$ cat src/rtl/irq_pkg.sv
package irq_pkg;
  localparam int NSRC      = 5;
  localparam int NEXT      = 3;
  localparam int TMR_W     = 16;
  localparam int HALF_W    = TMR_W / 2;
  localparam int SRC_TMR   = 3;
  localparam int SRC_CHG   = 4;

  // counter step: returns {wrapped, next_value}
  function automatic logic [TMR_W:0] tmr_step(input logic [TMR_W-1:0] cur,
                                               input logic wide);
    logic [TMR_W-1:0] nxt;
    logic             wrap;
    if (wide) begin
      nxt  = cur + 1'b1;
      wrap = (cur == {TMR_W{1'b1}});
    end else begin
      nxt  = {cur[TMR_W-1:HALF_W], cur[HALF_W-1:0] + 1'b1};
      wrap = (cur[HALF_W-1:0] == {HALF_W{1'b1}});
    end
    return {wrap, nxt};
  endfunction

  // split pending sources into high and low level sets
  function automatic logic [2*NSRC-1:0] route(input logic [NSRC-1:0] pend,
                                              input logic [NSRC-1:0] hi_sel);
    logic [NSRC-1:0] hi_eff;
    hi_eff = {hi_sel[NSRC-1:1], 1'b1};
    return {pend & hi_eff, pend & ~hi_eff};
  endfunction
endpackage

$ cat src/rtl/irq_edge_sync.sv
module irq_edge_sync #(
  parameter int N        = 3,
  parameter int STAGES   = 2,
  parameter bit ANY_EDGE = 1'b0
) (
  input  logic         clk,
  input  logic         rst_n,
  input  logic [N-1:0] din,
  input  logic [N-1:0] rise_sel,
  output logic [N-1:0] hit
);
  logic [N-1:0] sync_q [STAGES];
  logic [N-1:0] prev_q;
  logic [N-1:0] cur;

  always_ff @(posedge clk or negedge rst_n) begin
    if (!rst_n) begin
      for (int s = 0; s < STAGES; s++) sync_q[s] <= '0;
      prev_q <= '0;
    end else begin
      sync_q[0] <= din;
      for (int s = 1; s < STAGES; s++) sync_q[s] <= sync_q[s-1];
      prev_q <= sync_q[STAGES-1];
    end
  end

  assign cur = sync_q[STAGES-1];

  generate
    if (ANY_EDGE) begin : g_any
      logic [N-1:0] unused_sel;
      assign unused_sel = rise_sel;
      assign hit = cur ^ prev_q;
    end else begin : g_pol
      for (genvar i = 0; i < N; i++) begin : g_bit
        assign hit[i] = rise_sel[i] ? (cur[i] & ~prev_q[i]) : (~cur[i] & prev_q[i]);
      end
    end
  endgenerate
endmodule

$ cat src/rtl/irq_tmr.sv
module irq_tmr
  import irq_pkg::*;
(
  input  logic             clk,
  input  logic             rst_n,
  input  logic             tick,
  input  logic             wide,
  output logic [TMR_W-1:0] count,
  output logic             wrap
);
  logic [TMR_W:0] step;

  assign step = tmr_step(count, wide);
  assign wrap = tick & step[TMR_W];

  always_ff @(posedge clk or negedge rst_n) begin
    if (!rst_n)    count <= '0;
    else if (tick) count <= step[TMR_W-1:0];
  end
endmodule

$ cat src/rtl/irq_flags.sv
module irq_flags #(
  parameter int N = 5
) (
  input  logic         clk,
  input  logic         rst_n,
  input  logic [N-1:0] set,
  input  logic [N-1:0] clr,
  output logic [N-1:0] flags
);
  always_ff @(posedge clk or negedge rst_n) begin
    if (!rst_n) flags <= '0;
    else        flags <= (flags & ~clr) | set;
  end
endmodule

$ cat src/rtl/irq_prio_ctrl.sv
module irq_prio_ctrl
  import irq_pkg::*;
#(
  parameter int SYNC_STAGES = 2
) (
  input  logic             clk,
  input  logic             rst_n,
  input  logic [NEXT-1:0]  ext_pin,
  input  logic [NEXT-1:0]  ext_rise,
  input  logic [7:0]       port_in,
  input  logic             tmr_tick,
  input  logic             tmr_wide,
  input  logic [NSRC-1:0]  src_en,
  input  logic [NSRC-1:0]  src_hi,
  input  logic             gie,
  input  logic [NSRC-1:0]  flag_clr,
  output logic [NSRC-1:0]  flags,
  output logic [TMR_W-1:0] tmr_count,
  output logic             wake,
  output logic             req_hi,
  output logic             req_lo
);
  logic [NEXT-1:0]     ext_hit;
  logic [3:0]          chg_hit;
  logic                tmr_wrap;
  logic [NSRC-1:0]     set_vec;
  logic [NSRC-1:0]     pend;
  logic [NSRC-1:0]     pend_hi;
  logic [NSRC-1:0]     pend_lo;
  logic                unused_bits;

  assign unused_bits = ^{port_in[3:0], src_hi[0]};

  irq_edge_sync #(.N(NEXT), .STAGES(SYNC_STAGES), .ANY_EDGE(1'b0)) u_ext (
    .clk(clk), .rst_n(rst_n), .din(ext_pin), .rise_sel(ext_rise), .hit(ext_hit)
  );

  irq_edge_sync #(.N(4), .STAGES(SYNC_STAGES), .ANY_EDGE(1'b1)) u_chg (
    .clk(clk), .rst_n(rst_n), .din(port_in[7:4]), .rise_sel(4'b0), .hit(chg_hit)
  );

  irq_tmr u_tmr (
    .clk(clk), .rst_n(rst_n), .tick(tmr_tick), .wide(tmr_wide),
    .count(tmr_count), .wrap(tmr_wrap)
  );

  assign set_vec = {|chg_hit, tmr_wrap, ext_hit};

  irq_flags #(.N(NSRC)) u_flags (
    .clk(clk), .rst_n(rst_n), .set(set_vec), .clr(flag_clr), .flags(flags)
  );

  assign pend               = flags & src_en;
  assign {pend_hi, pend_lo} = route(pend, {src_hi[NSRC-1:1], 1'b0});

  assign wake   = |pend;
  assign req_hi = gie & (|pend_hi);
  assign req_lo = gie & (|pend_lo) & ~(|pend_hi);
endmodule

$ cat config.mk
export PLATFORM = sky130hd
export DESIGN_NAME = irq_prio_ctrl
export DESIGN_NICKNAME = d
export VERILOG_FILES = /design/src/rtl/irq_pkg.sv /design/src/rtl/irq_edge_sync.sv /design/src/rtl/irq_tmr.sv /design/src/rtl/irq_flags.sv /design/src/rtl/irq_prio_ctrl.sv
export SDC_FILE = /design/constraint.sdc
export NUM_CORES = 1
export LEC_CHECK = 0
export BUFFER_PORTS_ARGS = -buffer_cell sky130_fd_sc_hd__buf_4
export CORE_MARGIN = 3
export CORE_UTILIZATION = 40
export CTS_CLUSTER_DIAMETER = 40
export DETAILED_ROUTE_END_ITERATION = 6
export GPL_TIMING_DRIVEN = 0
export PLACE_DENSITY = 0.69
export SLEW_MARGIN = 20
export SYNTH_ARGS = -nofsm -noshare
export SYNTH_HDL_FRONTEND = slang
export SYNTH_HIERARCHICAL = 1
export SYNTH_SLANG_ARGS = --single-unit
$ cat constraint.sdc
create_clock -name clk -period 1.8 [get_ports clk]
set_input_delay 0.27 -clock clk [delete_from_list [all_inputs] [get_ports clk]]
set_output_delay 0.27 -clock clk [all_outputs]
set_load 0.05 [all_outputs]
# Yosys cells after proc, flatten, opt, wreduce, memory -nomap -nowiden
# Cells that the tools add are included.
# word_totals
word_cells	48
reg_bits	42
output_inout_bits	24
# classes
addsub	2
reduce_logical	5
bitwise_logic	25
eq_ne	2
muxes	5
# ops
cell	n
5-bit AND	4
16-bit by 1-bit adder with 16-bit output (second input constant)	1
16-bit == test (second input constant)	1
5-bit OR reduction	3
1-bit AND	10
5-bit NOT	2
8-bit by 1-bit adder with 8-bit output (second input constant)	1
8-bit == test (second input constant)	1
8-bit 2-to-1 mux	1
1-bit NOT	7
5-bit bitwise OR	1
1-bit 2-to-1 mux	4
4-bit OR reduction	1
4-bit XOR	1
2-bit AND reduction	1

# Longest topological paths before layout
# Gate-level depths: netlist of run 1.
# logic_depth
word_depth	5
depth_mapped	5
depth_no_buf	5

# Cells and area by module
# Netlist of run 1, hierarchy kept.
# modules_own_cells
module	area_per_inst_um2	n_inst	cells_each	seq_area_each_um2
irq_tmr	753.2	1	64	400.4
irq_edge_sync (u_chg)	335.3	1	16	300.3
irq_edge_sync (u_ext)	289.0	1	18	225.2
irq_flags	181.4	1	15	125.1
irq_prio_ctrl	117.6	1	19	0.0

# Least setup slack after synthesis of run 1
# Ideal clock, no wire load.
# synth_timing
path_kind	flip-flop to output port
start	register u_flags.flags[4]
end	output req_hi
stages_incl_launch_ff	4
required_ns	1.530
slack_ns	-0.301
arrival_time_ns	1.831
path_buffers	0
path_cell_list	dfrtp_1 and3_1 a31oi_1 a41oi_1
# synth_between
elab_chain_cells	4
# synth_lines
element	line	source
start, declared	irq_flags.sv:8	output logic [N-1:0] flags
start signal, assigned	irq_flags.sv:12	else flags <= (flags & ~clr) | set;
5-bit AND	irq_prio_ctrl.sv:53	assign pend = flags & src_en;
5-bit AND	irq_pkg.sv:29	return {pend & hi_eff, pend & ~hi_eff};
5-bit OR reduction	irq_prio_ctrl.sv:57	assign req_hi = gie & (|pend_hi);
1-bit AND	irq_prio_ctrl.sv:57	
end, declared	irq_prio_ctrl.sv:20	output logic req_hi,
# Every way passes these cells.

# Worst setup path after layout of run 1
# layout_timing
start	register u_flags.flags[4]
end	output req_lo
# layout_between
elab_chain_cells	5
elab_cells_between_ends	8
classes_between	6 x bitwise; 2 x reduce/logical
# layout_lines
element	line	source
5-bit AND *	irq_prio_ctrl.sv:53	
5-bit AND	irq_pkg.sv:29	
5-bit OR reduction	irq_prio_ctrl.sv:58	assign req_lo = gie & (|pend_lo) & ~(|pend_hi);
1-bit AND or 1-bit NOT (tied branches)	irq_prio_ctrl.sv:58	
1-bit AND *	irq_prio_ctrl.sv:58	
end, declared	irq_prio_ctrl.sv:21	output logic req_lo
# Mark *: on every way between the ends. The rest lies on a longest branch, timed or not.

==> flow_metrics.env, run 1 <==
export IMPL_antenna_found_initial=0
export IMPL_path_max_fanout=5
export IMPL_synth_area_um2=1670
export IMPL_grt_total_usage_pct=13.6
export IMPL_areaGrowthSynthToFinish_pct=36.0
export IMPL_place_congestion=0.915
export IMPL_dr_first_iter_drc_count=37
export IMPL_power_mw=2.55
export IMPL_comb_power_share_pct=28.9
export IMPL_worst_slack_ps=62.4
export IMPL_cts_htree_levels=2
export IMPL_p_leak_nw=1.12
export IMPL_clkTransAtPathRegs_ps=80
export IMPL_ant_nets=0
export IMPL_remaining_drc_errors=0
export IMPL_irDropWorstVdd_uv=1240
export IMPL_fin_crit_sh_pct=96.5
export IMPL_finalClockSkew_ps=2.55
export IMPL_fmax_mhz=576
export IMPL_gr_total_overflow=0
export IMPL_crit_arrival_ps=1470
export IMPL_vias=1190
export IMPL_clock_sinks=42
export IMPL_cts_root_buf="clkbuf_8"
export IMPL_core_area_um2=3850
export IMPL_die_w_um=70.7
export IMPL_initial_core_util_pct=43.4
export IMPL_slowest_delay_ps=430
export IMPL_setup_viol_count_final=0
export IMPL_die_area_um2=4990
export IMPL_drv_slew=0
export IMPL_p_seq_share_pct=47.1
export IMPL_pre_cts_ws_ps=325
export IMPL_drive_above_1_share_pct=37.1
export IMPL_r2r_cells=5
export IMPL_crit_path_start_kind="flop"
export IMPL_power_density_nw_per_um2=1120
export IMPL_finalHoldViolCount=0
export IMPL_num_rows=22
export IMPL_power_internal_mw=1.62
export IMPL_cp_required_ps=1530
export IMPL_dp_hpwl_mm=2.40
export IMPL_tightest_slew_ps=501
export IMPL_ioPinCount=58
export IMPL_portBuffers=52
export IMPL_grt_max_degree=43
export IMPL_first_global_vias=1198
export IMPL_dr_pass1_iters=4
export IMPL_grt_pass1_wl_mm=5.38
export IMPL_synth_area_per_cell_um2=12.8
export IMPL_status="finished, final reports clean"
export IMPL_p_switching_uw=927
export IMPL_final_nets=228
export IMPL_ff2ff_setup_slack_ps=340
export IMPL_synthCells=131
export IMPL_cts_tree="built"
export IMPL_routed_wl_mm=3.22
export IMPL_clk_latency_ps=290
export IMPL_syn_num_nets=166
export IMPL_ys_warn_count=6
export IMPL_final_common_cell="buf_4"
export IMPL_critPathKind="flop to output pin"
export IMPL_n_antenna_cell=0
export IMPL_hold_path_class="primary input to flop"
export IMPL_vias_per_cell=4.92
export IMPL_dieHeight_um=70.7
export IMPL_most_common_layout_cells="buf_4 (53), dfrtp_1 (42), nand2_1 (16)"
export IMPL_end_kind="output pin"
export IMPL_reg2reg_from="u_tmr/count[0]"
export IMPL_min_period_ps=1740
export IMPL_max_slew_margin_pct=66.6
export IMPL_hold_path_startpoint="ext_pin[1]"
export IMPL_drt_wirelength_per_cell_um=13.3
export IMPL_critical_path_buf_inv_count=1
export IMPL_pwr_share_clk_pct=24.1
export IMPL_crit_chain="and3_4 > a31oi_4 > and4b_1 > buf_6"
export IMPL_whs_endpoint="u_ext/sync_q[4]"
export IMPL_cp_slowest_cell="dfrtp_1"
export IMPL_cts_buffer_depth=2
export IMPL_maxCapViolations=0
export IMPL_hold_depth=1
export IMPL_switching_share_pct=36.3
export IMPL_path_delay_family="simple AND/OR/NAND/NOR gates"
export IMPL_reg2reg_to="u_flags/flags[3]"
export IMPL_cts_buffers=5
power groups by stage:
stage | combinational, mW | clock (mW) | sequential, mW
2_1_floorplan | 0.189 | 0 | 1.49
3_3_place_gp | 0.721 | 0 | 1.21
3_5_place_dp | 0.732 | 0 | 1.22
4_1_cts | 0.735 | 0.639 | 1.20
5_1_grt | 0.777 | 0.680 | 1.22
6_report | 0.736 | 0.614 | 1.20
cell type report:
| class | instances | area [um^2] |
|---|---|---|
| Fill cell | 325 | 1580 |
| Sequential cell | 42 | 1050 |
| Multi-Input combinational cell | 82 | 623 |
| Timing Repair Buffer | 55 | 419 |
| Clock buffer | 6 | 82.6 |
| Tap cell | 48 | 60.1 |
| Inverter | 7 | 26.3 |
| Clock inverter | 2 | 12.5 |
worst max path at each step:
| stage | from | end | slack (ps) | depth (start not counted) |
|---|---|---|---|---|
| floorplan | u_flags/flags[4] | req_lo | -8 | 3 |
| global placement | u_flags/flags[4] | req_lo | 350 | 4 |
| detailed placement | u_flags/flags[4] | req_lo | 320 | 4 |
| CTS | u_flags/flags[4] | req_lo | 20 | 4 |
| global route | u_flags/flags[4] | req_lo | -6 | 4 |
| finish | u_flags/flags[4] | req_lo | 60 | 4 |
per-layer routing:
layer  GRT usage, %  part of all wire [%]  up-vias  wire length, um
li1               -                     -      569                -
met1           16.9                    43      567             1380
met2           21.1                    45       49             1470
met3           5.54                   9.8        5              316
met4           5.43                   1.7        0               56
met5              0                     0        -                0
registers in the layout, indices dropped and copies added, names as in the netlist:
name and flops:
u_ext/sync_q 3, u_chg/sync_q 4, u_ext/cur 3, u_chg/prev_q 4
u_chg/cur 4, u_ext/prev_q 3, u_tmr/count 16, u_flags/flags 5
stage by stage:
step | utilization [%] | area (um^2) | setup TNS (ps) | std cells | hold slack (ps)
5_1_grt | 59.0 | 2270 | -6.34 | 242 | 59.3
3_3_place_gp | 55.3 | 2130 | 0 | 231 | 269
4_1_cts | 58.2 | 2240 | 0 | 240 | 64.9
3_5_place_dp | 55.3 | 2130 | 0 | 231 | 279
2_1_floorplan | - | 1680 | -8.37 | 131 | -25.6
6_report | 59.0 | 2270 | 0 | 242 | 81.4
timing repair:
action	CTS	global route
pin swaps	0	1
resized for setup	1	3
hold buffers	1	0
hold endpoints to repair	42	0
endpoints found under the setup margin	1	1
buffers inserted	0	2
(Power assumes the default switching activity.)
==> run 2, diff against run 1 <==
==> constraint.sdc (replaced) <==
create_clock -name clk -period 1.8 [get_ports clk]
set_input_delay 0.18 -clock clk [delete_from_list [all_inputs] [get_ports clk]]
set_output_delay 0.18 -clock clk [all_outputs]
set_load 0.05 [all_outputs]
==> run 2 against run 1 <==
Against the previous run:
- first-iteration DRC count unchanged
- critical path depth unchanged
- sequential cell count unchanged
- highest routed layer unchanged
- count of clock-buffer cells in the layout unchanged
- critical endpoint unchanged
- maximum frequency up 3.6%
- largest cell class unchanged
- via count up 0.59%
- routed wire length down 0.31%
==> flow_metrics.env, run 2 (same netlist as run 1, synthesis figures left out) <==
export IMPL_cts_buffer_depth=2
export IMPL_areaGrowthSynthToFinish_pct=38.2
export IMPL_fin_crit_sh_pct=93.2
export IMPL_clock_sinks=42
export IMPL_dp_hpwl_mm=2.40
export IMPL_multi_input_area_um2=609
export IMPL_routed_wl_mm=3.21
export IMPL_num_rows=22
export IMPL_crit_arrival_ps=1500
export IMPL_dr_pass1_iters=4
export IMPL_dr_first_iter_drc_count=37
export IMPL_ff2ff_setup_slack_ps=340
export IMPL_final_common_cell="buf_4"
export IMPL_worst_slack_ps=123
export IMPL_tightest_slew_ps=500
export IMPL_grt_use_met3_pct=5.40
export IMPL_top_register="u_tmr/count"
export IMPL_max_slew_margin_pct=66.6
export IMPL_portBuffers=52
export IMPL_cts_htree_levels=2
export IMPL_global_route_usage_met2_pct=22.2
export IMPL_path_max_fanout=5
export IMPL_finalHoldViolCount=0
export IMPL_hold_path_class="primary input to flop"
export IMPL_die_w_um=70.7
export IMPL_hold_depth=2
export IMPL_drv_slew=0
export IMPL_most_common_layout_cells="buf_4 (52), dfrtp_1 (42), nand2_1 (16)"
export IMPL_core_area_um2=3850
export IMPL_finalClockSkew_ps=2.46
export IMPL_final_nets=233
export IMPL_cts_root_buf="clkbuf_8"
export IMPL_reg2reg_from="u_tmr/count[0]"
export IMPL_top_regs="u_tmr/count x16, u_flags/flags x5"
export IMPL_seq_area_um2=1050
export IMPL_initial_core_util_pct=43.4
export IMPL_ioPinCount=58
export IMPL_whs_endpoint="u_tmr/count[0]"
export IMPL_finalHoldWorstSlack_ps=126
export IMPL_cts_buffers=5
export IMPL_pre_cts_ws_ps=334
export IMPL_place_congestion=0.915
export IMPL_rsz0062_at_grt="false"
export IMPL_vias_per_cell=4.85
export IMPL_gr_usage_met1_pct=17.2
export IMPL_first_global_vias=1228
export IMPL_fmax_mhz=596
export IMPL_irDropWorstVdd_uv=1240
export IMPL_p_leak_nw=1.14
export IMPL_setup_tns_ps=0
export IMPL_antenna_found_initial=0
export IMPL_largest_reg_flops=16
export IMPL_setup_viol_count_final=0
export IMPL_gr_total_overflow=0
export IMPL_grt_max_degree=43
export IMPL_critPathKind="flop to output pin"
export IMPL_r2r_cells=5
export IMPL_end_kind="output pin"
export IMPL_crit_path_start_kind="flop"
export IMPL_cp_required_ps=1620
export IMPL_drive_above_1_share_pct=34.7
export IMPL_min_period_ps=1680
export IMPL_cts_tree="built"
export IMPL_grt_pass1_wl_mm=5.53
export IMPL_ant_nets=0
export IMPL_reg2reg_to="u_flags/flags[3]"
export IMPL_clk_latency_ps=290
export IMPL_maxCapViolations=0
export IMPL_vias=1197
export IMPL_status="finished, final reports clean"
export IMPL_die_area_um2=4990
export IMPL_grt_busiest_layer="met2"
export IMPL_n_antenna_cell=0
export IMPL_drt_wirelength_per_cell_um=13.0
export IMPL_fill_cells=326
export IMPL_grt_total_usage_pct=14.0
export IMPL_power_density_nw_per_um2=1110
export IMPL_dieHeight_um=70.7
export IMPL_clkTransAtPathRegs_ps=80
export IMPL_hold_path_startpoint="tmr_tick"
export IMPL_remaining_drc_errors=0
## run 2: cell count changes in the layout (fill, tap and decap cells not counted), sizes merged
cell | before | now
dlygate4sd3 | 1 | 8
buf | 54 | 52
## run 2: stage by stage
stage	power (mW)	instances	instance area, um^2	util, %
6_report	2.56	247	2310	60.0
3_5_place_dp	1.95	231	2130	55.3
5_1_grt	2.69	247	2310	60.0
2_1_floorplan	1.67	131	1680	-
3_3_place_gp	1.93	231	2130	55.3
4_1_cts	2.59	247	2310	59.8
## run 2: what timing repair did
action | CTS | global route
resized for setup | 0 | 1
hold buffers | 8 | 0
hold endpoints to repair | 49 | 0
endpoints found under the setup margin | 0 | 1
buffers inserted | 0 | 0
## run 2: layout make-up
class	instances	share of cell area, %
sequential	42	45.5
multi-input combinational	82	26.4
timing repair buffer	60	20.3
clock buffer	6	3.57
tap	48	2.60
inverter	7	1.14
clock inverter	2	0.541
## run 2: worst max-delay path, stage by stage (launching register included)
cell and delay (ps):
dfrtp_1 430, and3_1 200, a31oi_2 180, and4b_1 210, buf_4 190
## run 2: how the worst max path moves through the flow
| stage | start | to | slack, ps | depth (start not counted) |
|---|---|---|---|---|
| final | u_flags/flags[4] | req_lo | 120 | 4 |
| after global routing | u_flags/flags[4] | req_lo | 40 | 4 |
| after CTS | u_flags/flags[4] | req_lo | 80 | 4 |
| after detailed placement | u_tmr/count[2] | u_flags/flags[3] | 330 | 4 |
| after global placement | u_tmr/count[0] | u_flags/flags[3] | 380 | 5 |
| after floorplan | u_flags/flags[4] | req_lo | 80 | 3 |
## run 2: power breakdown
group	leakage [nW]	switching [mW]	internal, mW	total, mW
Clock	0.0472	0.307	0.308	0.615
Sequential	0.516	0.147	1.05	1.20
Combinational	0.577	0.473	0.269	0.741
## run 2: routing by layer
metal | share of wire [%] | vias to the layer above | wire length [um]
li1 | - | 579 | -
met1 | 43 | 564 | 1380
met2 | 45 | 49 | 1450
met3 | 10 | 5 | 326
met4 | 1.7 | 0 | 56
met5 | 0 | - | 0
